--- config.mk ---
export PLATFORM = sky130hd
export DESIGN_NAME = clk_tree_cfg_seq
export DESIGN_NICKNAME = d
export VERILOG_FILES = /design/src/rtl/clk_cfg_pkg.sv /design/src/rtl/clk_cfg_plan.sv /design/src/rtl/clk_cfg_addr_sel.sv /design/src/rtl/clk_cfg_wport.sv /design/src/rtl/clk_tree_cfg_seq.sv
export SDC_FILE = /design/constraint.sdc
export NUM_CORES = 1
export LEC_CHECK = 0
export ABC_AREA = 1
export BUFFER_PORTS_ARGS = -buffer_cell sky130_fd_sc_hd__buf_2
export CORE_AREA = 8 8 152 154
export DETAILED_ROUTE_END_ITERATION = 10
export DIE_AREA = 0 0 160 162
export PLACE_DENSITY = 0.64
export SLEW_MARGIN = 20
export SYNTH_ARGS = -nofsm -noshare
export SYNTH_HDL_FRONTEND = slang
export SYNTH_SLANG_ARGS = --single-unit
export TNS_END_PERCENT = 50
--- constraint.sdc ---
create_clock -name clk -period 4.7 [get_ports clk]
set_input_delay 0.705 -clock clk [delete_from_list [all_inputs] [get_ports clk]]
set_output_delay 0.705 -clock clk [all_outputs]
set_load 0.02 [all_outputs]
--- src/rtl/clk_cfg_pkg.sv ---
package clk_cfg_pkg;

    localparam int DW        = 32;
    localparam int NUM_SINKS = 10;
    localparam int MAX_STEPS = 8;
    localparam int IW        = $clog2(MAX_STEPS);

    typedef enum logic [1:0] {
        SPD_10   = 2'd0,
        SPD_100  = 2'd1,
        SPD_1000 = 2'd2,
        SPD_NONE = 2'd3
    } speed_e;

    typedef enum logic [3:0] {
        SNK_DIV     = 4'd0,
        SNK_MII_TX  = 4'd1,
        SNK_MII_RX  = 4'd2,
        SNK_MII_XTX = 4'd3,
        SNK_MII_XRX = 4'd4,
        SNK_RG_TX   = 4'd5,
        SNK_RM_REF  = 4'd6,
        SNK_RM_XTX  = 4'd7,
        SNK_PLL1    = 4'd8,
        SNK_PAD_RX  = 4'd9
    } sink_e;

    typedef enum logic [1:0] {
        ACT_WRITE = 2'd0,
        ACT_END   = 2'd1,
        ACT_FAIL  = 2'd2
    } act_e;

    typedef struct packed {
        act_e          act;
        sink_e         sink;
        logic [DW-1:0] data;
    } step_t;

    localparam logic [4:0] SRC_REF25    = 5'h0A;
    localparam logic [4:0] SRC_PLL0     = 5'h0B;
    localparam logic [4:0] SRC_PLL1     = 5'h0E;
    localparam logic [4:0] SRC_DIV_BASE = 5'h11;

    // clock-mux control word: source, auto-block set, enabled
    function automatic logic [DW-1:0] mux_word(input logic [4:0] src);
        logic [DW-1:0] w;
        w        = '0;
        w[28:24] = src;
        w[11]    = 1'b1;
        w[0]     = 1'b0;
        return w;
    endfunction

    // integer divider word fed from the 25 MHz reference
    function automatic logic [DW-1:0] div_word(input logic enable, input logic [3:0] fm1);
        logic [DW-1:0] w;
        w        = '0;
        w[28:24] = SRC_REF25;
        w[11]    = 1'b1;
        w[5:2]   = fm1;
        w[0]     = ~enable;
        return w;
    endfunction

    // PLL1 control word for a 50 MHz output
    function automatic logic [DW-1:0] pll1_word(input logic pd);
        logic [DW-1:0] w;
        w        = '0;
        w[28:24] = SRC_REF25;  // input clock select
        w[23:16] = 8'h01;      // feedback multiplier
        w[11]    = 1'b1;       // auto-block
        w[9:8]   = 2'd1;       // post divider
        w[7]     = 1'b0;       // direct output off
        w[6]     = 1'b1;       // feedback select
        w[1]     = 1'b0;       // no bypass
        w[0]     = pd;
        return w;
    endfunction

    // receive pad word: plain inputs, control lines pulled down
    function automatic logic [DW-1:0] pad_rx_word();
        logic [DW-1:0] w;
        w        = '0;
        w[25:24] = 2'd2;
        w[17:16] = 2'd2;
        w[9:8]   = 2'd3;
        w[4:3]   = 2'd2;
        w[1:0]   = 2'd2;
        return w;
    endfunction

    function automatic step_t mk_step(input sink_e s, input logic [DW-1:0] d);
        step_t t;
        t.act  = ACT_WRITE;
        t.sink = s;
        t.data = d;
        return t;
    endfunction

endpackage

--- src/rtl/clk_cfg_plan.sv ---
module clk_cfg_plan
    import clk_cfg_pkg::*;
#(
    parameter int PW        = 3,
    parameter int NUM_PORTS = 5
) (
    input  logic [2:0]    mode_i,
    input  logic          role_i,
    input  logic [1:0]    speed_i,
    input  logic [PW-1:0] port_i,
    input  logic [IW-1:0] idx_i,
    output step_t         step_o
);

    step_t         lst [MAX_STEPS];
    logic [IW-1:0] n;
    logic [4:0]    pn;
    logic [4:0]    tx_src;
    logic [4:0]    rx_src;
    logic [4:0]    dv_src;
    logic          cfg_bad;

    always_comb begin
        pn      = 5'(port_i);
        tx_src  = pn << 1;
        rx_src  = (pn << 1) | 5'd1;
        dv_src  = SRC_DIV_BASE + pn;
        cfg_bad = (mode_i > 3'd3) || (int'(port_i) >= NUM_PORTS);
        for (int i = 0; i < MAX_STEPS; i++) begin
            lst[i] = '{act: ACT_END, sink: SNK_DIV, data: '0};
        end
        n = '0;
        if (cfg_bad) begin
            lst[0].act = ACT_FAIL;
        end else begin
            unique case (mode_i[1:0])
                2'd0: begin // MII
                    lst[n] = mk_step(SNK_DIV, div_word(role_i, 4'd0));
                    n = n + 1'b1;
                    lst[n] = mk_step(SNK_MII_TX, mux_word(role_i ? dv_src : tx_src));
                    n = n + 1'b1;
                    lst[n] = mk_step(SNK_MII_RX, mux_word(rx_src));
                    n = n + 1'b1;
                    if (role_i) begin
                        lst[n] = mk_step(SNK_MII_XTX, mux_word(dv_src));
                        n = n + 1'b1;
                        lst[n] = mk_step(SNK_MII_XRX, mux_word(dv_src));
                        n = n + 1'b1;
                    end
                end
                2'd1: begin // RMII
                    if (!role_i) begin
                        lst[n] = mk_step(SNK_PLL1, pll1_word(1'b1));
                        n = n + 1'b1;
                        lst[n] = mk_step(SNK_PLL1, pll1_word(1'b0));
                        n = n + 1'b1;
                    end
                    lst[n] = mk_step(SNK_DIV, div_word(1'b0, 4'd0));
                    n = n + 1'b1;
                    lst[n] = mk_step(SNK_RM_REF, mux_word(tx_src));
                    n = n + 1'b1;
                    if (!role_i) begin
                        lst[n] = mk_step(SNK_RM_XTX, mux_word(SRC_PLL1));
                        n = n + 1'b1;
                    end
                end
                2'd2: begin // RGMII
                    unique case (speed_e'(speed_i))
                        SPD_1000: begin
                            lst[n] = mk_step(SNK_DIV, div_word(1'b0, 4'd0));
                            n = n + 1'b1;
                            lst[n] = mk_step(SNK_RG_TX, mux_word(SRC_PLL0));
                            n = n + 1'b1;
                        end
                        SPD_100: begin
                            lst[n] = mk_step(SNK_DIV, div_word(1'b1, 4'd0));
                            n = n + 1'b1;
                            lst[n] = mk_step(SNK_RG_TX, mux_word(dv_src));
                            n = n + 1'b1;
                        end
                        SPD_10: begin
                            lst[n] = mk_step(SNK_DIV, div_word(1'b1, 4'd9));
                            n = n + 1'b1;
                            lst[n] = mk_step(SNK_RG_TX, mux_word(dv_src));
                            n = n + 1'b1;
                        end
                        default: begin
                        end
                    endcase
                end
                default: begin // SGMII: no clock writes
                end
            endcase
            lst[n] = mk_step(SNK_PAD_RX, pad_rx_word());
        end
        step_o = lst[idx_i];
    end

endmodule

--- src/rtl/clk_cfg_addr_sel.sv ---
module clk_cfg_addr_sel
    import clk_cfg_pkg::*;
#(
    parameter int             AW       = 32,
    parameter logic [AW-1:0]  RSV_ADDR = '1
) (
    input  logic [NUM_SINKS*AW-1:0] tbl_i,
    input  sink_e                   sel_i,
    output logic [AW-1:0]           addr_o,
    output logic                    absent_o
);

    logic [AW-1:0] ent [NUM_SINKS];

    generate
        for (genvar g = 0; g < NUM_SINKS; g++) begin : g_split
            assign ent[g] = tbl_i[g*AW +: AW];
        end
    endgenerate

    always_comb begin
        addr_o = RSV_ADDR;
        if (int'(sel_i) < NUM_SINKS) begin
            addr_o = ent[sel_i];
        end
        absent_o = (addr_o == RSV_ADDR);
    end

endmodule

--- src/rtl/clk_cfg_wport.sv ---
module clk_cfg_wport
    import clk_cfg_pkg::*;
#(
    parameter int AW = 32
) (
    input  logic          clk,
    input  logic          rst_n,
    input  logic          load_i,
    input  logic [AW-1:0] addr_i,
    input  logic [DW-1:0] data_i,
    input  logic          ready_i,
    output logic          valid_o,
    output logic [AW-1:0] addr_o,
    output logic [DW-1:0] data_o,
    output logic          fire_o
);

    always_ff @(posedge clk or negedge rst_n) begin
        if (!rst_n) begin
            valid_o <= 1'b0;
            addr_o  <= '0;
            data_o  <= '0;
        end else if (load_i) begin
            valid_o <= 1'b1;
            addr_o  <= addr_i;
            data_o  <= data_i;
        end else if (fire_o) begin
            valid_o <= 1'b0;
        end
    end

    assign fire_o = valid_o && ready_i;

    // a stalled write keeps its request, address and data
    assert_hold_stable_R9: assert property (@(posedge clk) disable iff (!rst_n)
        valid_o && !ready_i |=> valid_o && $stable(addr_o) && $stable(data_o));

    // a new write is never loaded over a pending one
    assert_no_overwrite_R9: assert property (@(posedge clk) disable iff (!rst_n)
        load_i |-> !valid_o);

endmodule

--- src/rtl/clk_tree_cfg_seq.sv ---
module clk_tree_cfg_seq
    import clk_cfg_pkg::*;
#(
    parameter int            PW        = 3,
    parameter int            NUM_PORTS = 5,
    parameter int            AW        = 32,
    parameter logic [AW-1:0] RSV_ADDR  = '1
) (
    input  logic                    clk,
    input  logic                    rst_n,
    input  logic                    start_i,
    input  logic [2:0]              mode_i,
    input  logic                    role_i,
    input  logic [1:0]              speed_i,
    input  logic [PW-1:0]           port_i,
    input  logic [NUM_SINKS*AW-1:0] addr_tbl_i,
    output logic                    wr_valid_o,
    output logic [AW-1:0]           wr_addr_o,
    output logic [DW-1:0]           wr_data_o,
    input  logic                    wr_ready_i,
    input  logic                    wr_err_i,
    output logic                    busy_o,
    output logic                    done_o,
    output logic                    err_o
);

    typedef enum logic [2:0] {
        CS_IDLE   = 3'd0,
        CS_PLAN   = 3'd1,
        CS_ISSUE  = 3'd2,
        CS_FINISH = 3'd3,
        CS_ABORT  = 3'd4
    } state_e;

    state_e        st, nxt;
    logic [2:0]    mode_q;
    logic          role_q;
    logic [1:0]    speed_q;
    logic [PW-1:0] port_q;
    logic [IW-1:0] idx_q;
    logic          err_q;
    logic          pll_seen_q;

    step_t         step;
    logic [AW-1:0] sink_addr;
    logic          absent;
    logic          load;
    logic          adv;
    logic          fire;

    clk_cfg_plan #(.PW(PW), .NUM_PORTS(NUM_PORTS)) u_plan (
        .mode_i (mode_q),
        .role_i (role_q),
        .speed_i(speed_q),
        .port_i (port_q),
        .idx_i  (idx_q),
        .step_o (step)
    );

    clk_cfg_addr_sel #(.AW(AW), .RSV_ADDR(RSV_ADDR)) u_addr (
        .tbl_i   (addr_tbl_i),
        .sel_i   (step.sink),
        .addr_o  (sink_addr),
        .absent_o(absent)
    );

    clk_cfg_wport #(.AW(AW)) u_wport (
        .clk    (clk),
        .rst_n  (rst_n),
        .load_i (load),
        .addr_i (sink_addr),
        .data_i (step.data),
        .ready_i(wr_ready_i),
        .valid_o(wr_valid_o),
        .addr_o (wr_addr_o),
        .data_o (wr_data_o),
        .fire_o (fire)
    );

    // next-state decision
    always_comb begin
        nxt  = st;
        load = 1'b0;
        adv  = 1'b0;
        unique case (st)
            CS_IDLE: begin
                if (start_i) nxt = CS_PLAN;
            end
            CS_PLAN: begin
                unique case (step.act)
                    ACT_FAIL: nxt = CS_ABORT;
                    ACT_END:  nxt = CS_FINISH;
                    default: begin
                        if (absent) begin
                            adv = 1'b1;
                        end else begin
                            load = 1'b1;
                            nxt  = CS_ISSUE;
                        end
                    end
                endcase
            end
            CS_ISSUE: begin
                if (fire) begin
                    if (wr_err_i) begin
                        nxt = CS_ABORT;
                    end else begin
                        adv = 1'b1;
                        nxt = CS_PLAN;
                    end
                end
            end
            CS_FINISH, CS_ABORT: nxt = CS_IDLE;
            default: nxt = CS_IDLE;
        endcase
    end

    // state register and sequence context
    always_ff @(posedge clk or negedge rst_n) begin
        if (!rst_n) begin
            st         <= CS_IDLE;
            mode_q     <= '0;
            role_q     <= 1'b0;
            speed_q    <= '0;
            port_q     <= '0;
            idx_q      <= '0;
            err_q      <= 1'b0;
            pll_seen_q <= 1'b0;
        end else begin
            st <= nxt;
            if (st == CS_IDLE && start_i) begin
                mode_q     <= mode_i;
                role_q     <= role_i;
                speed_q    <= speed_i;
                port_q     <= port_i;
                idx_q      <= '0;
                err_q      <= 1'b0;
                pll_seen_q <= 1'b0;
            end else begin
                if (adv) idx_q <= idx_q + 1'b1;
                if (nxt == CS_ABORT && st != CS_ABORT) err_q <= 1'b1;
                if (fire && wr_data_o == pll1_word(1'b1)) pll_seen_q <= 1'b1;
            end
        end
    end

    // outputs
    always_comb begin
        busy_o = (st != CS_IDLE);
        done_o = (st == CS_FINISH) || (st == CS_ABORT);
        err_o  = err_q;
    end

    // every mux/divider/PLL word carries auto-block; the pad word does not
    assert_autoblock_R1: assert property (@(posedge clk) disable iff (!rst_n)
        wr_valid_o && (wr_data_o != pad_rx_word()) |-> wr_data_o[11]);

    // no request ever targets an absent sink
    assert_no_rsv_addr_R7: assert property (@(posedge clk) disable iff (!rst_n)
        wr_valid_o |-> (wr_addr_o != RSV_ADDR));

    // PLL1 power-down is released only after its setup write was accepted
    assert_pll_order_R5: assert property (@(posedge clk) disable iff (!rst_n)
        wr_valid_o && (wr_data_o == pll1_word(1'b0)) |-> pll_seen_q);

    // done lasts a single cycle
    assert_done_pulse_R12: assert property (@(posedge clk) disable iff (!rst_n)
        done_o |=> !done_o);

    // a rising error coincides with the done pulse
    assert_abort_done_R10: assert property (@(posedge clk) disable iff (!rst_n)
        $rose(err_o) |-> done_o);

    // the latched configuration cannot change while busy
    assert_ctx_frozen_R11: assert property (@(posedge clk) disable iff (!rst_n)
        busy_o |=> $stable(mode_q) && $stable(role_q) && $stable(speed_q) && $stable(port_q));

endmodule

# Yosys cells after proc, flatten, opt, wreduce, memory -nomap -nowiden
# Index checks and enable logic that the tools add are counted.
# totals
ff_bits	81
# classes
n_addsub	5
n_lt_le_gt_ge	13
n_eq_ne	13
muxes	59
n_bitwise	16
n_reduce_logical	18
# op_table
cell	count
demux 38 bit (select 3 bit)	4
two-way mux 114 bit	3
bitwise mux 304 bit	1
two-way mux 304 bit	1
two-way mux 302 bit	1
AND 272 bit	1
NOT 272 bit	1
AND 248 bit	1
NOT 248 bit	1
AND 240 bit	1
NOT 240 bit	1
two-way mux 38 bit	6
two-way mux 76 bit	3
one-hot mux 114 bit (2 select lines)	1
one-hot mux 76 bit (3 select lines)	1
one-hot mux 75 bit (3 select lines)	1
two-way mux 75 bit	2
binary-select mux 32 bit (select 4 bit)	1
binary-select mux 38 bit (select 3 bit)	1
two-way mux 32 bit	3
OR 64 bit	1
OR 56 bit	1
two-way mux 3 bit	11
equality test 32 bit (second input constant)	1
32 further kinds	75

# Depth between registers and ports, before layout
# Gate-level depths: netlist of the first run.
# logic_depth
depth_word	33
mapped_depth	30
ltp_nobuf	27

# Cells and area by module
# A second synthesis of the first run with hierarchy kept.
# unflattened
cells_unflattened	1476
area_unflattened_um2	8162.8
# modules_own_cells
mod	instances	cells_each	area_each_um2
clk_cfg_addr_sel	1	892	3798.6
clk_cfg_wport	1	277	2526.2
clk_cfg_plan	1	208	1028.5
clk_tree_cfg_seq	1	99	809.5

# Worst setup path after synthesis of the first run
# Ideal clock, no wire load.
# synth_timing
path_type	flip-flop to flip-flop
start	register port_q[0]
end	register u_wport.data_o[27]
setup_time_ns	0.125
arrival_ns	2.830
setup_slack_ns	1.745
path_stages_with_launch	27
n_path_buf	5
synth_period_minus_slack_ns	2.955
cell_sequence	dfrtp_1 ha_1 nand2_1 nand3_2 buf_4 nor2_2 nand2_1 nand2_1 nand2_1 nand3_2 nand2_2 buf_6 buf_6 nand2_1 nand3_1 nand2_1 nand2_1 a21oi_1 nand2_1 nor2_1 nand2_1 nor2_2 nand2_1 nand2_2 buf_6 buf_6 o21ai_1
# synth_between
elab_chain_cells	15
# synth_rtl
element	line_no	rtl
start: declaration	clk_tree_cfg_seq.sv:39	logic [PW-1:0] port_q;
start signal: assignment	clk_tree_cfg_seq.sv:135	port_q <= port_i;
greater-or-equal comparator 3 bit	clk_cfg_plan.sv:28	cfg_bad = (mode_i > 3'd3) || (int'(port_i) >= NUM_PORTS);
logical OR 1 bit	clk_cfg_plan.sv:28	
two-way mux 302 bit	clk_cfg_plan.sv:33	if (cfg_bad) begin
binary-select mux 38 bit (select 3 bit) *	clk_cfg_plan.sv:96	step_o = lst[idx_i];
two-way mux 38 bit (not written as such) * (2 in series)	clk_cfg_plan.sv:96	
NOT 4 -> 5 bit (not written as such)	clk_cfg_addr_sel.sv:24	addr_o = ent[sel_i];
binary-select mux 32 bit (select 4 bit)	clk_cfg_addr_sel.sv:24	
two-way mux 32 bit (not written as such) (2 in series)	clk_cfg_addr_sel.sv:24	
two-way mux 32 bit	clk_cfg_addr_sel.sv:23	if (int'(sel_i) < NUM_SINKS) begin
equality test 32 bit	clk_cfg_addr_sel.sv:26	absent_o = (addr_o == RSV_ADDR);
two-way mux 1 bit	clk_tree_cfg_seq.sv:94	if (absent) begin
two-way mux 1 bit	clk_tree_cfg_seq.sv:90	unique case (step.act)
two-way mux 1 bit	clk_tree_cfg_seq.sv:85	unique case (st)
end signal: assignment	clk_cfg_wport.sv:26	data_o <= data_i;
end: declaration	clk_cfg_wport.sv:14	output logic [DW-1:0] data_o,
# Every way passes the cells marked *; elsewhere a longest branch is shown, timed or not. The select of a mux whose other input is x is not followed.
# A chain may end at the register's enable or synchronous reset.

# Worst setup path in the final report of the first run
# layout_timing
start	register port_q[1]
end	register u_wport.data_o[28]
# The elaborated chain is that of the path after synthesis.

==> results.py, run 1 <==
metrics = {
    "critical_path": {
        "cp_common_cell": "nand2_1",
        "crit_family": "simple AND/OR/NAND/NOR gates",
        "crit_path_start_kind": "flip-flop",
        "worstPathMaxFanout": 40,
        "cp_slowest_cell": "dfrtp_1",
        "cp.required_ps": 4920,
        "max_stage_delay_ps": 410,
        "timing.critical_path.arrival_ps": 4420,
        "reg2reg_setup_slack_ps": 500,
        "setup_cp_type": "reg2reg",
        "critPathCaptureType": "flip-flop",
        "worstPathBufferInverterCount": 4,
    },
    "grt": {
        "grt_antenna_before_repair": 9,
        "first_pass_grt_wire_length_um": 56420,
        "global_route_usage_sum": 0.2777,
        "maximum_number_of_pins_on_one_net_before_global_route_repair": 110,
        "grt_pass1_vias": 9714,
        "grt-ovfl-total": 0,
    },
    "power": {
        "power.static_leakage_nw": 5.714,
        "power_per_cell_area_nw_per_um2": 571.7,
        "max-vdd-ir-drop_mv": 0.2873,
    },
    "die": {
        "coreArea_um2": 20690,
        "design.portCount": 402,
        "num_rows": 53,
        "initial_utilization": 0.3519,
        "die_w_um": 160,
        "die_height_um": 162,
        "die_area_um2": 25920,
    },
    "route": {
        "detailed_routing_iteration_count_for_the_pre_antenna_repair_pass": 7,
        "via_per_inst": 5.063,
        "post-route-drc-count": 0,
        "num_vias": 9746,
        "dr.first_iter.drc_count": 897,
        "routed_wirelength_um": 37240,
        "drtAntennaViolNets": 0,
        "detail_route.wl_per_cell_um": 19.35,
    },
    "logic_synthesis": {
        "yosys.area.top_type": "nand2_1",
        "synth_xor_xnor_area_share": 0.002406,
        "synth-adder-area-share": 0.008593,
        "yosys-top-cells-area": "nand2_1 26%, dfrtp_1 21%, nand3_1 11%, inv_1 7.3%, nand3b_1 5.6%",
        "synth_area_um2": 7281,
        "synth_mux_area_frac": 0,
        "dominant_combinational_cell_family_by_area_after_synthesis": "simple AND/OR/NAND/NOR gates",
        "synth-simple-area-share": 0.5099,
        "ys_seq_area_frac": 0.2062,
        "postSynthAreaPerCell_um2": 5.554,
        "post_synth_num_cell_types": 41,
        "synth-compound-area-share": 0.1038,
        "yosys.area.top_type_share": 0.2645,
        "ys_warn_count": 0,
        "postSynthCellCount": 1311,
        "number_of_synthesized_register_bits": 60,
    },
    "cts": {
        "numCtsBuffers": 9,
        "worst_skew_pair.late_latency_ps": 340,
        "clock_transition_at_the_registers_of_the_reported_paths_ps": 60,
        "cts_max_path_buffers": 2,
        "clock-root-buffer": "clkbuf_16",
        "tritoncts": "done",
        "hold_buffers": 0,
        "clock_tree.htree_level_count": 3,
        "cts_setup_buffers": 0,
        "cts.sinks": 60,
        "post_cts.resized_instances": 0,
    },
    "sta": {
        "max-slew-margin-rel": 0.5097,
        "final.hold.worst_slack_ps": 223.4,
        "setup_total_negative_slack_ps": 0,
        "timing.final.crit_share": 0.8939,
        "worst_slew_pin_slew_ps": 735.5,
        "report.final.hold_viol_count": 0,
        "final.setup_skew_ps": 7.070,
        "fmaxAchievable_ghz": 0.2380,
        "finalSetupViolCount": 0,
        "maxSlewViolCount": 0,
        "rsz0062_at_grt": "no",
        "finalCriticalPeriod_ps": 4201,
    },
    "cells_and_area": {
        "nets": 1978,
        "seq_area_um2": 1501,
        "layout-area-overhead-vs-synth_pct": 30.54,
        "multi_input_logic_area_um2": 4637,
        "drive_above_1_share": 0.2725,
        "fillerInstances": 2374,
    },
    "placement": {
        "place.detailed.hpwl_um": 30140,
        "io_buffer_count": 385,
        "finalWeightedCongestion": 0.9406,
    },
    "outcome": {
        "run_status": "finished, final reports clean",
    },
    "hold_path": {
        "min-delay-path-class": "in2async",
    },
    "run": {
        "max-cap-violations": 0,
    },
}
## area by class of cell
cell class,instances,area share
diodes,6,0.001580
flip-flops and latches,60,0.1580
inverters,150,0.05924
well taps,275,0.03620
clock inverters,7,0.01040
multi-input cells,1014,0.4879
clock buffers,9,0.02370
repair buffers,404,0.2230
## layout by cell type (no fill, tap or decap), types with 6 or more instances in the layout
master and instances:
nand3b_1 54, o21ai_1 12, nand3_1 159, o211ai_1 9, nand2_1 513, buf_4 15, a21oi_1 58, clkbuf_16 9
conb_1 16, inv_1 142, o21ai_0 43, dfrtp_1 60, buf_2 385, diode_2 6, nor2_1 97
## sequential cells by signal, indices dropped and copies added, names as in the netlist
signal	cells
err_o	1
idx_q	3
mode_q	3
port_q	3
role_q	1
speed_q	2
st	3
u_wport.addr_o	32
u_wport.data_o	11
u_wport.valid_o	1
## power by group
group,total (mW),switching [mW],internal (mW)
sequential,0.932,0.193,0.739
combinational,3.78,2.63,1.14
clock,0.724,0.257,0.467
## through the flow
step | setup slack (ps) | util | power, mW | instances | cell area, um^2
after floorplan | 1745 | - | 3.545 | 1326 | 7337
after global placement | 580.6 | 0.4430 | 4.726 | 1903 | 9165
after detailed placement | 562.0 | 0.4430 | 4.719 | 1903 | 9165
after CTS | 525.2 | 0.4586 | 5.464 | 1919 | 9489
after global routing | 113.8 | 0.4594 | 5.929 | 1925 | 9504
final | 498.5 | 0.4594 | 5.434 | 1925 | 9504
## kinds of logic (layout without fill, tap and decap cells)
kind of cell,count (synthesis),count (layout)
compound gates,138,138
other cells,1,22
xor+xnor,2,2
flops,60,60
fa+ha+maj,5,5
simple gates,853,853
buf+inv,252,570
## path summary, 6_finish.rpt
path,to,startpoint,cells past startpoint
min,u_wport.addr_o[3],rst_n,1
max reg2reg,u_wport.data_o[28],port_q[1],25
min in group clk,u_wport.addr_o[7],u_wport.addr_o[7],2
min reg2reg,u_wport.addr_o[7],u_wport.addr_o[7],2
max,u_wport.data_o[28],port_q[1],25
max in group asynchronous,port_q[0],rst_n,2
## per-layer routing
layer  share of wire  global-route usage  wire length (um)  up-vias
met1            0.39              0.3159             14350     4454
met5         0.00097                   0                36        -
li1                -                   -                 -     4754
met2            0.50              0.4946             18650      464
met3           0.080             0.07062              2967       68
met4           0.033              0.1003              1226        6
## cell usage after synthesis, drive strengths merged
| cell type | n |
|---|---|
| a21oi | 58 |
| nand2 | 521 |
| o22ai | 3 |
| a32o | 1 |
| or2 | 2 |
| a211oi | 1 |
| xor2 | 1 |
| conb | 1 |
| nand3b | 54 |
| inv | 147 |
| xnor2 | 1 |
| a31oi | 2 |
| o21a | 1 |
| o32ai | 1 |
| nor2 | 106 |
| a22oi | 1 |
| nor3 | 4 |
| o221ai | 2 |
| nand3 | 162 |
| a32oi | 1 |
| nand4 | 4 |
| clkbuf | 14 |
| o31ai | 1 |
| ha | 5 |
| clkinv | 3 |
| a21boi | 1 |
| o211ai | 9 |
| buf | 88 |
| o21ai | 56 |
| dfrtp | 60 |
## worst reg2reg max path, cell delays in order (launching register included)
cell and delay (ps):
dfrtp_1 410, inv_1 90, ha_1 180, nand2_1 100, nand3_2 250, nor2_2 230
nand2_1 80, nand2_1 60, nand2_1 60, nand3_2 140, nand2_8 160, inv_2 320
buf_12 250, nor2_1 130, nor2_1 130, nor2_1 60, a21oi_1 360, nand2_1 90
nor2_1 110, nand2_1 70, nor2_2 110, nand2_1 80, nand2_2 110, inv_2 250
o211ai_1 190, nand2_1 70
Power figures use the tool's default switching activity.
==> inputs of run 2 (changes only) <==
--- a/config.mk
+++ b/config.mk
@@ -7,10 +7,10 @@
 export LEC_CHECK = 0
 export ABC_AREA = 1
 export BUFFER_PORTS_ARGS = -buffer_cell sky130_fd_sc_hd__buf_2
-export CORE_AREA = 8 8 152 154
+export CORE_AREA = 3 3 155 157
 export DETAILED_ROUTE_END_ITERATION = 10
-export DIE_AREA = 0 0 160 162
-export PLACE_DENSITY = 0.64
+export DIE_AREA = 0 0 158 160
+export PLACE_DENSITY = 0.58
 export SLEW_MARGIN = 20
 export SYNTH_ARGS = -nofsm -noshare
 export SYNTH_HDL_FRONTEND = slang
==> results.py, run 2 (synthesis gave the netlist of run 1 again) <==
metrics = {
    "sta": {
        "max-slew-margin-rel": 0.5116,
        "maxSlewViolCount": 0,
        "final.setup_skew_ps": 13.99,
        "report.final.hold_viol_count": 0,
        "timing.final.crit_share": 0.9166,
        "setup_total_negative_slack_ps": 0,
        "finalSetupViolCount": 0,
        "worst_slew_pin_slew_ps": 732.7,
        "rsz0062_at_grt": "no",
        "fmaxAchievable_ghz": 0.2321,
        "final.hold.worst_slack_ps": 358.3,
        "finalCriticalPeriod_ps": 4308,
    },
    "cells_and_area": {
        "drive_above_1_share": 0.2760,
        "seq_area_um2": 1501,
        "largest_register_ff_count": 32,
        "top_regs": "u_wport.addr_o (32), u_wport.data_o (11)",
        "multi_input_logic_area_um2": 4637,
        "fillerInstances": 2615,
        "layout.cells.most_common": "nand2_1",
        "final_cell_mix": "513 x nand2_1, 385 x buf_2, 159 x nand3_1",
        "nets": 1987,
        "layout-area-overhead-vs-synth_pct": 31.21,
        "final_core_occ": 0.4219,
        "largest_register": "u_wport.addr_o",
        "post_layout_nonfiller_instances": 1940,
    },
    "critical_path": {
        "critPathCaptureType": "flip-flop",
        "timing.critical_path.arrival_ps": 4580,
        "max_stage_delay_ps": 580,
        "cp-startpoint": "port_q[1]",
        "setup_cp_type": "reg2reg",
        "crit_path_start_kind": "flip-flop",
        "cp_common_cell": "nand2_1",
        "worst_r2r_startpoint": "port_q[1]",
        "crit_chain": "inv_1 -> ha_1 -> nand2_1 -> nand2_1 -> nor2_4 -> nand2_1 -> nand2_1 -> nand3_1 -> nand3_2 -> buf_4 -> nand3b_1 -> nand3_1 -> nand3_1 -> nand3_1 -> nand2_1 -> nand2_1 -> nor2_1 -> nand2_1 -> nor2_1 -> nand2_1 -> nand2_2 -> inv_2 -> nand2_1 -> nand2_1",
        "cp_slowest_cell": "buf_4",
        "cp.required_ps": 4970,
        "worstPathMaxFanout": 65,
    },
    "placement": {
        "place.detailed.hpwl_um": 28630,
        "io_buffer_count": 385,
        "finalWeightedCongestion": 0.9764,
        "numPlacedInstances": 1922,
    },
    "run": {
        "max-cap-violations": 0,
    },
    "cts": {
        "tritoncts": "done",
        "numCtsBuffers": 9,
        "cts.sinks": 60,
        "clock_tree.htree_level_count": 3,
        "worst_skew_pair.late_latency_ps": 330,
        "clock_transition_at_the_registers_of_the_reported_paths_ps": 50,
        "clock-root-buffer": "clkbuf_16",
        "cts_max_path_buffers": 2,
    },
    "die": {
        "initial_utilization": 0.3216,
        "design.portCount": 402,
        "num_rows": 55,
        "coreArea_um2": 22640,
        "die_w_um": 158,
        "die_area_um2": 25280,
        "die_height_um": 160,
    },
    "power": {
        "report.power.total_mw": 5.383,
        "max-vdd-ir-drop_mv": 0.2165,
        "power_per_cell_area_nw_per_um2": 563.5,
        "power.static_leakage_nw": 5.743,
    },
    "route": {
        "dr.first_iter.drc_count": 787,
        "routed_wirelength_um": 35590,
        "via_per_inst": 5.029,
        "drtAntennaViolNets": 0,
        "num_vias": 9757,
        "detailed_routing_iteration_count_for_the_pre_antenna_repair_pass": 5,
        "detail_route.wl_per_cell_um": 18.35,
        "post-route-drc-count": 0,
    },
    "grt": {
        "global_route_usage_sum": 0.2723,
        "maximum_number_of_pins_on_one_net_before_global_route_repair": 66,
        "grt_antenna_before_repair": 4,
        "first_pass_grt_wire_length_um": 53350,
        "grt_pass1_vias": 9479,
        "grt-ovfl-total": 0,
    },
    "hold_path": {
        "min-delay-path-class": "in2async",
    },
    "outcome": {
        "run_status": "finished, final reports clean",
    },
}
## run 2: changes by cell type in the layout (fill, tap and decap cells not counted)
cell / before / now
buf_4: 15 / 22
bufinv_16: 2 / 1
clkinv_2: 1 / 2
buf_12: 4 / 3
buf_6: 0 / 3
diode_2: 6 / 3
inv_6: 2 / 0
clkbuf_8: 0 / 2
clkinvlp_4: 1 / 0
## run 2: cell type report
class	instances	area share
Clock buffer	11	0.02646
Timing Repair Buffer	413	0.2288
Multi-Input combinational cell	1014	0.4854
Antenna cell	3	0.0007859
Inverter	150	0.05894
Clock inverter	4	0.005108
Tap cell	285	0.03733
Sequential cell	60	0.1572
## run 2: repair_timing
| action | 4_1_cts | 5_1_grt |
|---|---|---|
| buffers inserted | 0 | 0 |
| setup endpoints to repair | 0 | 19 |
| hold buffers | 0 | 0 |
| resized for setup | 0 | 3 |
## run 2: stage by stage
step | setup WS, ps | area [um^2]
after detailed placement | 427.9 | 9233
after CTS | 387.2 | 9534
final | 391.8 | 9553
after floorplan | 1745 | 7337
after global placement | 459.9 | 9233
after global routing | 3.301 | 9550
## run 2: power breakdown
group          total, mW  switching (mW)  internal (mW)
Sequential         0.932           0.193          0.739
Combinational       3.78            2.62           1.17
Clock              0.668           0.234          0.434
Total               5.38            3.04           2.34
## run 2: critical path: cells and delay by family (launching register included)
family                     cells  cell delay (ps)
and+or+nand+nor               20             2410
adders and majority gates      1              180
buffers and inverters          3             1160
DFF                            1              410
## run 2: path summary, 6_finish.rpt
path	endpoint	slack, ps	cells past startpoint
min	u_wport.addr_o[31]	360	1
min in group clk	u_wport.addr_o[29]	480	2
max in group asynchronous	port_q[2]	3430	2
min reg2reg	u_wport.addr_o[29]	480	2
max reg2reg	u_wport.addr_o[4]	390	24
max	u_wport.addr_o[4]	390	24
## run 2: layer usage
metal / vias to the layer above / wire length, um / global-route usage
li1: 4763 / - / -
met1: 4484 / 14090 / 0.3296
met2: 443 / 18050 / 0.4946
met3: 63 / 2376 / 0.04201
met4: 4 / 1048 / 0.07665
met5: - / 27 / 0
==> inputs of run 3 (changes only) <==
==> constraint.sdc (replaced) <==
create_clock -name clk -period 4.7 [get_ports clk]
set_input_delay 0.47 -clock clk [delete_from_list [all_inputs] [get_ports clk]]
set_output_delay 0.47 -clock clk [all_outputs]
set_load 0.02 [all_outputs]
==> results.py, run 3 (synthesis gave the netlist of run 1 again) <==
metrics = {
    "outcome": {
        "run_status": "finished, final reports clean",
    },
    "cells_and_area": {
        "drive_above_1_share": 0.2765,
        "fillerInstances": 2571,
        "largest_register_ff_count": 32,
        "layout.cells.most_common": "nand2_1",
        "nets": 1987,
        "largest_register": "u_wport.addr_o",
        "top_regs": "u_wport.addr_o (32), u_wport.data_o (11)",
        "layout-area-overhead-vs-synth_pct": 31.57,
        "final_cell_mix": "513 x nand2_1, 385 x buf_2, 159 x nand3_1",
    },
    "grt": {
        "first_pass_grt_wire_length_um": 52980,
        "maximum_number_of_pins_on_one_net_before_global_route_repair": 66,
        "global_route_usage_sum": 0.2708,
        "grt-ovfl-total": 0,
        "grt_antenna_before_repair": 8,
        "grt_pass1_vias": 9413,
    },
    "critical_path": {
        "reg2reg_setup_slack_ps": 380,
        "worst_r2r_startpoint": "port_q[1]",
        "critical_path.reg2reg.endpoint": "u_wport.data_o[28]",
        "cp-startpoint": "port_q[1]",
        "number_of_cells_on_the_worst_reg_to_reg_path": 25,
        "timing.critical_path.arrival_ps": 4540,
        "cp.required_ps": 4920,
        "setup_cp_type": "reg2reg",
        "crit_path_start_kind": "flip-flop",
        "worstPathMaxFanout": 45,
        "cp-endpoint": "u_wport.data_o[28]",
        "critPathCaptureType": "flip-flop",
    },
    "route": {
        "drtAntennaViolNets": 0,
        "num_vias": 9676,
        "post-route-drc-count": 0,
        "routed_wirelength_um": 35810,
        "detailed_routing_iteration_count_for_the_pre_antenna_repair_pass": 7,
        "via_per_inst": 4.980,
        "detail_route.wl_per_cell_um": 18.43,
        "dr.first_iter.drc_count": 883,
    },
    "cts": {
        "clock_tree.htree_level_count": 3,
        "hold_buffers": 0,
        "clock_transition_at_the_registers_of_the_reported_paths_ps": 60,
        "numCtsBuffers": 9,
        "tritoncts": "done",
        "cts.sinks": 60,
        "clock-root-buffer": "clkbuf_16",
        "cts_max_path_buffers": 2,
        "worst_skew_pair.late_latency_ps": 330,
    },
    "placement": {
        "finalWeightedCongestion": 0.9813,
        "io_buffer_count": 385,
        "dpl_worst_slack_ps": 393.2,
        "place.detailed.hpwl_um": 28670,
    },
    "die": {
        "coreArea_um2": 22640,
        "die_area_um2": 25280,
        "design.portCount": 402,
        "die_w_um": 158,
        "num_rows": 55,
        "initial_utilization": 0.3216,
        "die_height_um": 160,
    },
    "hold_path": {
        "min-delay-path-class": "in2async",
    },
    "sta": {
        "layout_setup_ws_ps": 378.6,
        "timing.final.crit_share": 0.9194,
        "maxSlewViolCount": 0,
        "final.hold.worst_slack_ps": 284.3,
        "max-slew-margin-rel": 0.4709,
        "fmaxAchievable_ghz": 0.2314,
        "finalCriticalPeriod_ps": 4321,
        "setup_total_negative_slack_ps": 0,
        "rsz0062_at_grt": "no",
        "worst_slew_pin_slew_ps": 793.7,
        "final.setup_skew_ps": 8.126,
        "report.final.hold_viol_count": 0,
        "finalSetupViolCount": 0,
    },
    "power": {
        "max-vdd-ir-drop_mv": 0.2302,
        "power.static_leakage_nw": 5.752,
        "report.power.total_mw": 5.449,
        "power_per_cell_area_nw_per_um2": 568.9,
    },
    "run": {
        "max-cap-violations": 0,
    },
}
-- run 3: stage by stage --
stage | std cells | util | instance area, um^2
2_1_floorplan | 1326 | - | 7337
3_3_place_gp | 1922 | 0.4078 | 9233
3_5_place_dp | 1922 | 0.4078 | 9233
4_1_cts | 1938 | 0.4222 | 9559
5_1_grt | 1943 | 0.4231 | 9579
6_report | 1943 | 0.4231 | 9579
-- run 3: area by class of cell --
class	count	area, um^2	share of cell area
Timing Repair Buffer	413	2182	0.2278
Antenna cell	5	12.51	0.001306
Tap cell	285	356.6	0.03723
Clock buffer	10	239.0	0.02495
Multi-Input combinational cell	1014	4637	0.4841
Sequential cell	60	1501	0.1567
Inverter	150	563.0	0.05878
Clock inverter	6	87.58	0.009143
-- run 3: metal layers --
metal  global-route usage  vias to the layer above  part of all wire
li1                     -                     4771                 -
met1               0.3257                     4437              0.40
met2               0.4924                      412              0.51
met3              0.04472                       50             0.068
met4              0.07548                        6             0.023
met5                    0                        -            0.0011
-- run 3: repair_timing --
action | in CTS | in global routing
endpoints found under the setup margin | 0 | 8
gates resized for setup | 0 | 2
buffers inserted | 0 | 0
-- run 3: critical path, cell delays in order (launching register included) --
cell	delay [ps]
dfrtp_1	410
inv_1	110
ha_1	180
nand2_1	90
nand2_1	90
nor2_4	250
nand2_1	130
nand2_1	100
nand3_1	90
nand3_2	150
nand2_8	190
buf_4	300
nand2_1	80
nand3_1	150
nand2_1	170
nand2_1	80
a21oi_1	350
nand2_1	90
nor2_1	100
nand2_1	70
nor2_2	130
nand2_1	80
nand2_2	220
inv_2	300
o211ai_1	180
nand2_1	70
-- run 3: how the worst min path moves through the flow --
stage | startpoint | end
4_1_cts | rst_n | u_wport.addr_o[23]
3_5_place_dp | u_wport.addr_o[29] | u_wport.addr_o[29]
5_1_grt | speed_i[0] | speed_q[0]
6_report | rst_n | u_wport.addr_o[23]
2_1_floorplan | rst_n | err_o
3_3_place_gp | u_wport.addr_o[29] | u_wport.addr_o[29]
-- run 3: power breakdown --
group | switching, mW | leakage [nW] | internal, mW
clock network | 0.247 | 0.162 | 0.478
logic | 2.62 | 4.82 | 1.17
registers | 0.195 | 0.771 | 0.739
